==> src/rtl/vca_pkg.sv <==
package vca_pkg;
  typedef enum logic [1:0] {
    OP_ISSUE  = 2'd0,
    OP_TERM   = 2'd1,
    OP_PAUSE  = 2'd2,
    OP_RESUME = 2'd3
  } vca_op_e;

  localparam int DEF_ENGINES  = 6;
  localparam int DEF_CHANNELS = 16;
endpackage

==> src/rtl/vca_queue.sv <==
module vca_queue #(
  parameter int NUM_CH = 16,
  localparam int CW = $clog2(NUM_CH)
) (
  input  logic              clk,
  input  logic              rst_n,
  input  logic              pop,
  input  logic              rm,
  input  logic [CW-1:0]     rm_ch,
  input  logic              push,
  input  logic [CW-1:0]     push_ch,
  output logic [CW-1:0]     head,
  output logic [CW:0]       depth,
  output logic [NUM_CH-1:0] queued
);
  logic [CW-1:0]     slot_q [NUM_CH];
  logic [CW-1:0]     slot_d [NUM_CH];
  logic [CW:0]       cnt_q, cnt_d;
  logic [NUM_CH-1:0] qd_q, qd_d;
  logic              rm_hit;

  // True when slot i is live and holds the channel being removed
  function automatic logic slot_match(input int i, input logic [CW:0] n,
                                      input logic [CW-1:0] a, input logic [CW-1:0] b);
    return (i < int'(n)) && (a == b);
  endfunction

  always_comb begin
    slot_d = slot_q;
    cnt_d  = cnt_q;
    qd_d   = qd_q;
    rm_hit = 1'b0;
    if (pop) begin
      for (int i = 0; i < NUM_CH - 1; i++) slot_d[i] = slot_q[i+1];
      qd_d[slot_q[0]] = 1'b0;
      cnt_d = cnt_q - 1'b1;
    end else if (rm) begin
      for (int i = 0; i < NUM_CH; i++) begin
        rm_hit = rm_hit | slot_match(i, cnt_q, slot_q[i], rm_ch);
        if (rm_hit) slot_d[i] = (i < NUM_CH - 1) ? slot_q[(i + 1) % NUM_CH] : '0;
      end
      if (rm_hit) begin
        qd_d[rm_ch] = 1'b0;
        cnt_d = cnt_q - 1'b1;
      end
    end
    if (push) begin
      slot_d[cnt_d[CW-1:0]] = push_ch;
      qd_d[push_ch] = 1'b1;
      cnt_d = cnt_d + 1'b1;
    end
  end

  always_ff @(posedge clk or negedge rst_n) begin
    if (!rst_n) begin
      for (int i = 0; i < NUM_CH; i++) slot_q[i] <= '0;
      cnt_q <= '0;
      qd_q  <= '0;
    end else begin
      slot_q <= slot_d;
      cnt_q  <= cnt_d;
      qd_q   <= qd_d;
    end
  end

  assign head   = slot_q[0];
  assign depth  = cnt_q;
  assign queued = qd_q;


  flags_match_depth_chk: assert property (@(posedge clk) disable iff (!rst_n)
    $countones(qd_q) == int'(cnt_q));

  no_double_queue_chk: assert property (@(posedge clk) disable iff (!rst_n)
    push |-> !qd_q[push_ch]);

  no_empty_pop_chk: assert property (@(posedge clk) disable iff (!rst_n)
    pop |-> cnt_q != '0);
endmodule

==> src/rtl/vca_pick.sv <==
module vca_pick #(
  parameter int N = 6,
  localparam int EW = $clog2(N)
) (
  input  logic [N-1:0]  free,
  output logic          any,
  output logic [EW-1:0] idx
);
  always_comb begin
    idx = '0;
    for (int i = N - 1; i >= 0; i--) begin
      if (free[i]) idx = EW'(i);
    end
  end
  assign any = |free;
endmodule

==> src/rtl/vca_bind.sv <==
module vca_bind #(
  parameter int NUM_ENG = 6,
  parameter int NUM_CH  = 16,
  localparam int EW = $clog2(NUM_ENG),
  localparam int CW = $clog2(NUM_CH)
) (
  input  logic                  clk,
  input  logic                  rst_n,
  input  logic [NUM_ENG-1:0]    clr,
  input  logic                  set,
  input  logic [EW-1:0]         set_eng,
  input  logic [CW-1:0]         set_ch,
  output logic [NUM_ENG-1:0]    eng_valid,
  output logic [NUM_ENG*CW-1:0] eng_ch,
  output logic [NUM_CH-1:0]     ch_bound,
  output logic [NUM_CH*EW-1:0]  ch_eng
);
  logic [NUM_ENG-1:0] ev_q;
  logic [CW-1:0]      ech_q [NUM_ENG];
  logic [NUM_CH-1:0]  cb_q;
  logic [EW-1:0]      ceng_q [NUM_CH];

  always_ff @(posedge clk or negedge rst_n) begin
    if (!rst_n) begin
      ev_q <= '0;
      cb_q <= '0;
      for (int e = 0; e < NUM_ENG; e++) ech_q[e] <= '0;
      for (int c = 0; c < NUM_CH; c++) ceng_q[c] <= '0;
    end else begin
      for (int e = 0; e < NUM_ENG; e++) begin
        if (clr[e]) begin
          ev_q[e] <= 1'b0;
          ech_q[e] <= '0;
          cb_q[ech_q[e]] <= 1'b0;
          ceng_q[ech_q[e]] <= '0;
        end
      end
      if (set) begin
        ev_q[set_eng]   <= 1'b1;
        ech_q[set_eng]  <= set_ch;
        cb_q[set_ch]    <= 1'b1;
        ceng_q[set_ch]  <= set_eng;
      end
    end
  end

  assign eng_valid = ev_q;
  assign ch_bound  = cb_q;

  for (genvar e = 0; e < NUM_ENG; e++) begin : g_eng
    assign eng_ch[e*CW +: CW] = ech_q[e];

    two_sided_chk: assert property (@(posedge clk) disable iff (!rst_n)
      ev_q[e] |-> (cb_q[ech_q[e]] && ceng_q[ech_q[e]] == EW'(e)));

    clear_valid_only_chk: assert property (@(posedge clk) disable iff (!rst_n)
      clr[e] |-> ev_q[e]);
  end

  for (genvar c = 0; c < NUM_CH; c++) begin : g_ch
    assign ch_eng[c*EW +: EW] = ceng_q[c];
  end


  set_free_only_chk: assert property (@(posedge clk) disable iff (!rst_n)
    set |-> !ev_q[set_eng]);

  bound_count_chk: assert property (@(posedge clk) disable iff (!rst_n)
    $countones(cb_q) == $countones(ev_q));
endmodule

==> src/rtl/vchan_alloc.sv <==
module vchan_alloc
  import vca_pkg::*;
#(
  parameter int NUM_ENG = DEF_ENGINES,
  parameter int NUM_CH  = DEF_CHANNELS,
  localparam int EW  = $clog2(NUM_ENG),
  localparam int CW  = $clog2(NUM_CH),
  localparam int CIW = CW + 1
) (
  input  logic                  clk,
  input  logic                  rst_n,
  input  logic                  cmd_valid,
  input  logic [1:0]            cmd_op,
  input  logic [CIW-1:0]        cmd_ch,
  input  logic [NUM_ENG-1:0]    eng_idle,
  output logic [NUM_ENG-1:0]    eng_valid,
  output logic [NUM_ENG*CW-1:0] eng_ch,
  output logic [NUM_ENG-1:0]    eng_start,
  output logic [NUM_ENG-1:0]    eng_stop,
  output logic [NUM_CH-1:0]     ch_bound,
  output logic [NUM_CH*EW-1:0]  ch_eng
);
  vca_op_e            op;
  logic               hit;
  logic [CW-1:0]      c;
  logic               c_bound, c_free_after;
  logic [EW-1:0]      c_eng;
  logic [NUM_ENG-1:0] rel_vec, stop_vec, clr_vec;
  logic [NUM_CH-1:0]  work_q, pause_q, work_clr;
  logic [NUM_CH-1:0]  queued;
  logic [CW-1:0]      q_head;
  logic [CW:0]        q_depth;
  logic               push, rm, grant, any_free;
  logic [EW-1:0]      free_idx;
  logic [NUM_ENG-1:0] start_q, stop_q;

  // Channel index is usable only when it names an existing channel
  function automatic logic in_range(input logic [CIW-1:0] idx);
    return int'(idx) < NUM_CH;
  endfunction

  function automatic logic [NUM_ENG-1:0] eng_onehot(input logic [EW-1:0] e);
    return NUM_ENG'(1) << e;
  endfunction

  assign op      = vca_op_e'(cmd_op);
  assign hit     = cmd_valid && in_range(cmd_ch);
  assign c       = cmd_ch[CW-1:0];
  assign c_bound = ch_bound[c];
  assign c_eng   = ch_eng[int'(c)*EW +: EW];

  assign rel_vec      = eng_valid & eng_idle;
  assign stop_vec     = (hit && op == OP_TERM && c_bound) ? eng_onehot(c_eng) : '0;
  assign clr_vec      = rel_vec | stop_vec;
  assign c_free_after = !c_bound || rel_vec[c_eng];

  assign push = hit && !queued[c] && c_free_after &&
                ((op == OP_ISSUE && !pause_q[c]) ||
                 (op == OP_RESUME && pause_q[c] && work_q[c]));
  assign rm   = hit && (op == OP_TERM || op == OP_PAUSE) && queued[c];

  always_comb begin
    work_clr = '0;
    for (int e = 0; e < NUM_ENG; e++) begin
      if (rel_vec[e]) work_clr[eng_ch[e*CW +: CW]] = 1'b1;
    end
  end

  vca_pick #(.N(NUM_ENG)) u_pick (
    .free (~eng_valid),
    .any  (any_free),
    .idx  (free_idx)
  );

  assign grant = any_free && (q_depth != '0) && !rm;

  vca_queue #(.NUM_CH(NUM_CH)) u_queue (
    .clk     (clk),
    .rst_n   (rst_n),
    .pop     (grant),
    .rm      (rm),
    .rm_ch   (c),
    .push    (push),
    .push_ch (c),
    .head    (q_head),
    .depth   (q_depth),
    .queued  (queued)
  );

  vca_bind #(.NUM_ENG(NUM_ENG), .NUM_CH(NUM_CH)) u_bind (
    .clk       (clk),
    .rst_n     (rst_n),
    .clr       (clr_vec),
    .set       (grant),
    .set_eng   (free_idx),
    .set_ch    (q_head),
    .eng_valid (eng_valid),
    .eng_ch    (eng_ch),
    .ch_bound  (ch_bound),
    .ch_eng    (ch_eng)
  );

  always_ff @(posedge clk or negedge rst_n) begin
    if (!rst_n) begin
      work_q  <= '0;
      pause_q <= '0;
      start_q <= '0;
      stop_q  <= '0;
    end else begin
      start_q <= grant ? eng_onehot(free_idx) : '0;
      stop_q  <= stop_vec;
      for (int i = 0; i < NUM_CH; i++) begin
        if (hit && c == CW'(i) && op == OP_ISSUE)      work_q[i] <= 1'b1;
        else if (hit && c == CW'(i) && op == OP_TERM)  work_q[i] <= 1'b0;
        else if (work_clr[i])                          work_q[i] <= 1'b0;
        if (hit && c == CW'(i) && op == OP_PAUSE)       pause_q[i] <= 1'b1;
        else if (hit && c == CW'(i) && op == OP_RESUME) pause_q[i] <= 1'b0;
      end
    end
  end

  assign eng_start = start_q;
  assign eng_stop  = stop_q;


  start_onehot_chk: assert property (@(posedge clk) disable iff (!rst_n)
    $onehot0(eng_start));

  queue_bind_excl_chk: assert property (@(posedge clk) disable iff (!rst_n)
    (queued & ch_bound) == '0);

  for (genvar e = 0; e < NUM_ENG; e++) begin : g_prop

    start_bound_chk: assert property (@(posedge clk) disable iff (!rst_n)
      eng_start[e] |-> eng_valid[e]);

    stop_freed_chk: assert property (@(posedge clk) disable iff (!rst_n)
      eng_stop[e] |-> !eng_valid[e]);

    idle_release_chk: assert property (@(posedge clk) disable iff (!rst_n)
      (eng_valid[e] && eng_idle[e]) |=> !eng_valid[e]);
  end
endmodule

==> config.mk <==
export PLATFORM = sky130hd
export DESIGN_NAME = vchan_alloc
export DESIGN_NICKNAME = d
export VERILOG_FILES = /design/src/rtl/vca_pkg.sv /design/src/rtl/vca_queue.sv /design/src/rtl/vca_pick.sv /design/src/rtl/vca_bind.sv /design/src/rtl/vchan_alloc.sv
export SDC_FILE = /design/constraint.sdc
export NUM_CORES = 1
export LEC_CHECK = 0
export BUFFER_PORTS_ARGS = -buffer_cell sky130_fd_sc_hd__buf_2
export CELL_PAD_IN_SITES_DETAIL_PLACEMENT = 1
export CELL_PAD_IN_SITES_GLOBAL_PLACEMENT = 2
export CORE_MARGIN = 5
export CORE_UTILIZATION = 33
export DETAILED_ROUTE_END_ITERATION = 7
export GPL_TIMING_DRIVEN = 0
export HOLD_SLACK_MARGIN = 0.05
export PLACE_DENSITY = 0.79
export SLEW_MARGIN = 20
export SYNTH_ARGS = -nofsm -noshare
export SYNTH_HDL_FRONTEND = slang
export SYNTH_SLANG_ARGS = --single-unit
==> constraint.sdc <==
create_clock -name clk -period 3.2 [get_ports clk]
set_clock_uncertainty 0.2 [all_clocks]
set_input_delay 0.32 -clock clk [delete_from_list [all_inputs] [get_ports clk]]
set_output_delay 0.32 -clock clk [all_outputs]
set_load 0.005 [all_outputs]
==> reports/metrics.cfg <==
[clock_tree]
htreeDepth=1
numCtsBuffers=29
cts_tree=yes
clk_pin_slew_ps=60
insertion_delay_ps=610
cts_sinks=223
root_buffer=clkbuf_16
clk_path_buf_depth=3

[global_route]
overflow=0
grtUsageTotal_pct=25.65
grt_pass1_wl_um=92090
antenna_found_initial=0
grt_max_degree=80
grt_pass1_vias=14100

[critical_path]
path_max_fanout=8
reg2reg_from=u_bind.ch_eng[0]
cp.arrival_ps=3890
critPathCaptureType=flop
required_ps=3470
path_class=flop to flop
cp-startpoint=u_bind.ch_eng[0]
cp-start-kind=flop

[logic_synthesis]
yosys_most_used_dff=dfrtp_1
synth-seq-cells=223
synth_area_leaders=dfrtp_1 41%, mux2i_1 10%, nand2_1 6.0%, mux4_2 3.1%, o32ai_1 3.0%
synth_sequential_area_ratio_pct=40.63
syn_area_um2=13730
yosysTopAreaCell=dfrtp_1
synth_edf_count=0
avgSynthCellArea_um2=9.810
synthArstFlopShare_pct=100.0
ys_types=81
synth_top_area_share_pct=40.63
syn_nets=1423
yosysWarnings=0
syn_inst=1400

[final_layout]
instances_no_fill=2225
multi_input_area_um2=9605
drive_gt1_share_pct=36.44
final_util_pct=47.32
area_growth_pct=41.31
final_cell_mix=220 x dfrtp_1, 187 x nand2_1, 130 x mux2i_1
fillers=4412
fin_nets=1693
layout_commonest_cell=dfrtp_1
diodes=0
final_area_um2=19410
regArea_um2=5584

[drt]
drc_errors=0
drt_pass1_iterations=5
dr_total_vias=13790
post_drt_wl_per_cell_um=29.06
drt-total-wl_um=64660
ant_nets=0
via_per_inst=6.196
drt_iter0_drc=1288

[timing]
hold_viol_final=0
slew_viol_final=0
slew_headroom_pct=19.43
fin_crit_ps=3620
setup_ws_ps=-420.2
setup_viol=146
fmax_mhz=276.2
fin_crit_sh_pct=113.1
worst_slew_pin_slew_ps=1209
grt_setup_unrepaired=true

[floorplanning]
io_pins=122
start_util_pct=33.48
core_area_um2=41020
rows=74
die_h_um=214.0
fp.dieArea_um2=45800
die_x_um=214.0

[placement]
dpl.hpwl_um=43530
post-place-ws_ps=-1442
placed_area_um2=15170
dp_cells=2052
port_buffers=118
place_congestion=1.009

[run_status]
status=finished with violations
violations=setup timing

[power_and_ir_drop]
ir_drop_uv=637.2
p_leak_nw=8.262
power.total_mw=15.85
power_density_nw_per_um2=816.6

[hold_path]
min_path_type=input port to asynchronous set/reset pin

[flow_run]
cap_violations=0

-- registers in the layout, indices dropped and copies added, names as in the netlist --
signal,flops
u_bind.ch_eng,48
u_queue.depth,5
work_q,16
u_bind.eng_ch,24
u_queue.slot_q,60
u_queue.queued,16
u_queue.head,4
pause_q,16
eng_start,6
u_bind.eng_valid,6
eng_stop,6
u_bind.ch_bound,16
-- power by group --
part	leakage (nW)	switching (mW)	internal, mW
combinational	4.75	4.73	3.09
clock	0.500	1.40	2.13
sequential	3.01	0.939	3.57
-- final timing paths --
path	depth (start not counted)	slack, ps	to
max reg2reg	10	-420	u_queue.depth[3]
min	2	100	u_queue.slot_q[41]
min in group clk	4	260	work_q[11]
min reg2reg	1	300	pause_q[0]
max in group asynchronous	3	1840	u_bind.ch_bound[2]
max	10	-420	u_queue.depth[3]
-- stage by stage --
step           TNS [ps]  hold WS [ps]
3_3_place_gp    -748840         277.5
4_1_cts          -14290         126.2
2_1_floorplan     -9921        -175.6
5_1_grt          -45240         161.2
6_report         -35770         99.45
3_5_place_dp    -187890         138.3
-- worst max-delay path, stage by stage (launching register included) --
cell and delay [ps]:
dfrtp_1 470, mux4_2 540, mux2i_4 240, mux2i_4 120, mux2_4 310, o21a_1 170, a311o_1 340, buf_8 170
or3b_4 410, mux2i_1 140, a2111oi_2 350
-- metal layers --
layer	wire length [um]	vias to the layer above	global-route usage, %
met1	26070	7129	32.65
met5	0	-	0
li1	-	5796	-
met3	4336	198	4.701
met2	31100	662	42.97
met4	3153	0	11.10
-- cell usage after synthesis, drive strengths merged (21+ instances only) --
cell type / instances
mux4: 31
nor2: 83
dfrtp: 223
xnor2: 37
nand3: 45
a22o: 34
inv: 22
nor2b: 25
buf: 39
o32ai: 47
nand2: 221
o21ai: 61
a21oi: 21
mux2i: 139
clkbuf: 49
o22ai: 30
nor3: 28
xor2: 33
-- kinds of logic (layout without fill, tap and decap cells) --
kind of cell               Yosys count  in the layout  synth area share, %
AOI/OAI and AO/OA                  326            326                17.73
xor gates and xnor gates            70             70                4.464
adders and majority gates            7              7               0.6377
buffers and inverters              111            404                3.945
DFF                                223            223                40.63
muxes                              173            173                15.87
and+or+nand+nor                    490            490                16.73
-- what timing repair did --
action / 4_1_cts / 5_1_grt
hold endpoints to repair: 184 / 0
resized for setup: 306 / 151
hold buffers: 4 / 0
endpoints found under the setup margin: 185 / 156
buffers inserted: 51 / 75
pin swaps: 120 / 87
gates cloned: 1 / 0
-- cell type report --
| cell class | instances | share of cell area (%) |
|---|---|---|
| multi-input cells | 1066 | 49.49 |
| flip-flops and latches | 223 | 28.77 |
| repair buffers | 247 | 9.773 |
| clock buffers | 45 | 4.513 |
| well taps | 532 | 3.430 |
| plain buffers | 80 | 2.785 |
| clock inverters | 9 | 0.7478 |
| inverters | 23 | 0.4899 |
Note: power is estimated with default switching activity, not from simulation.
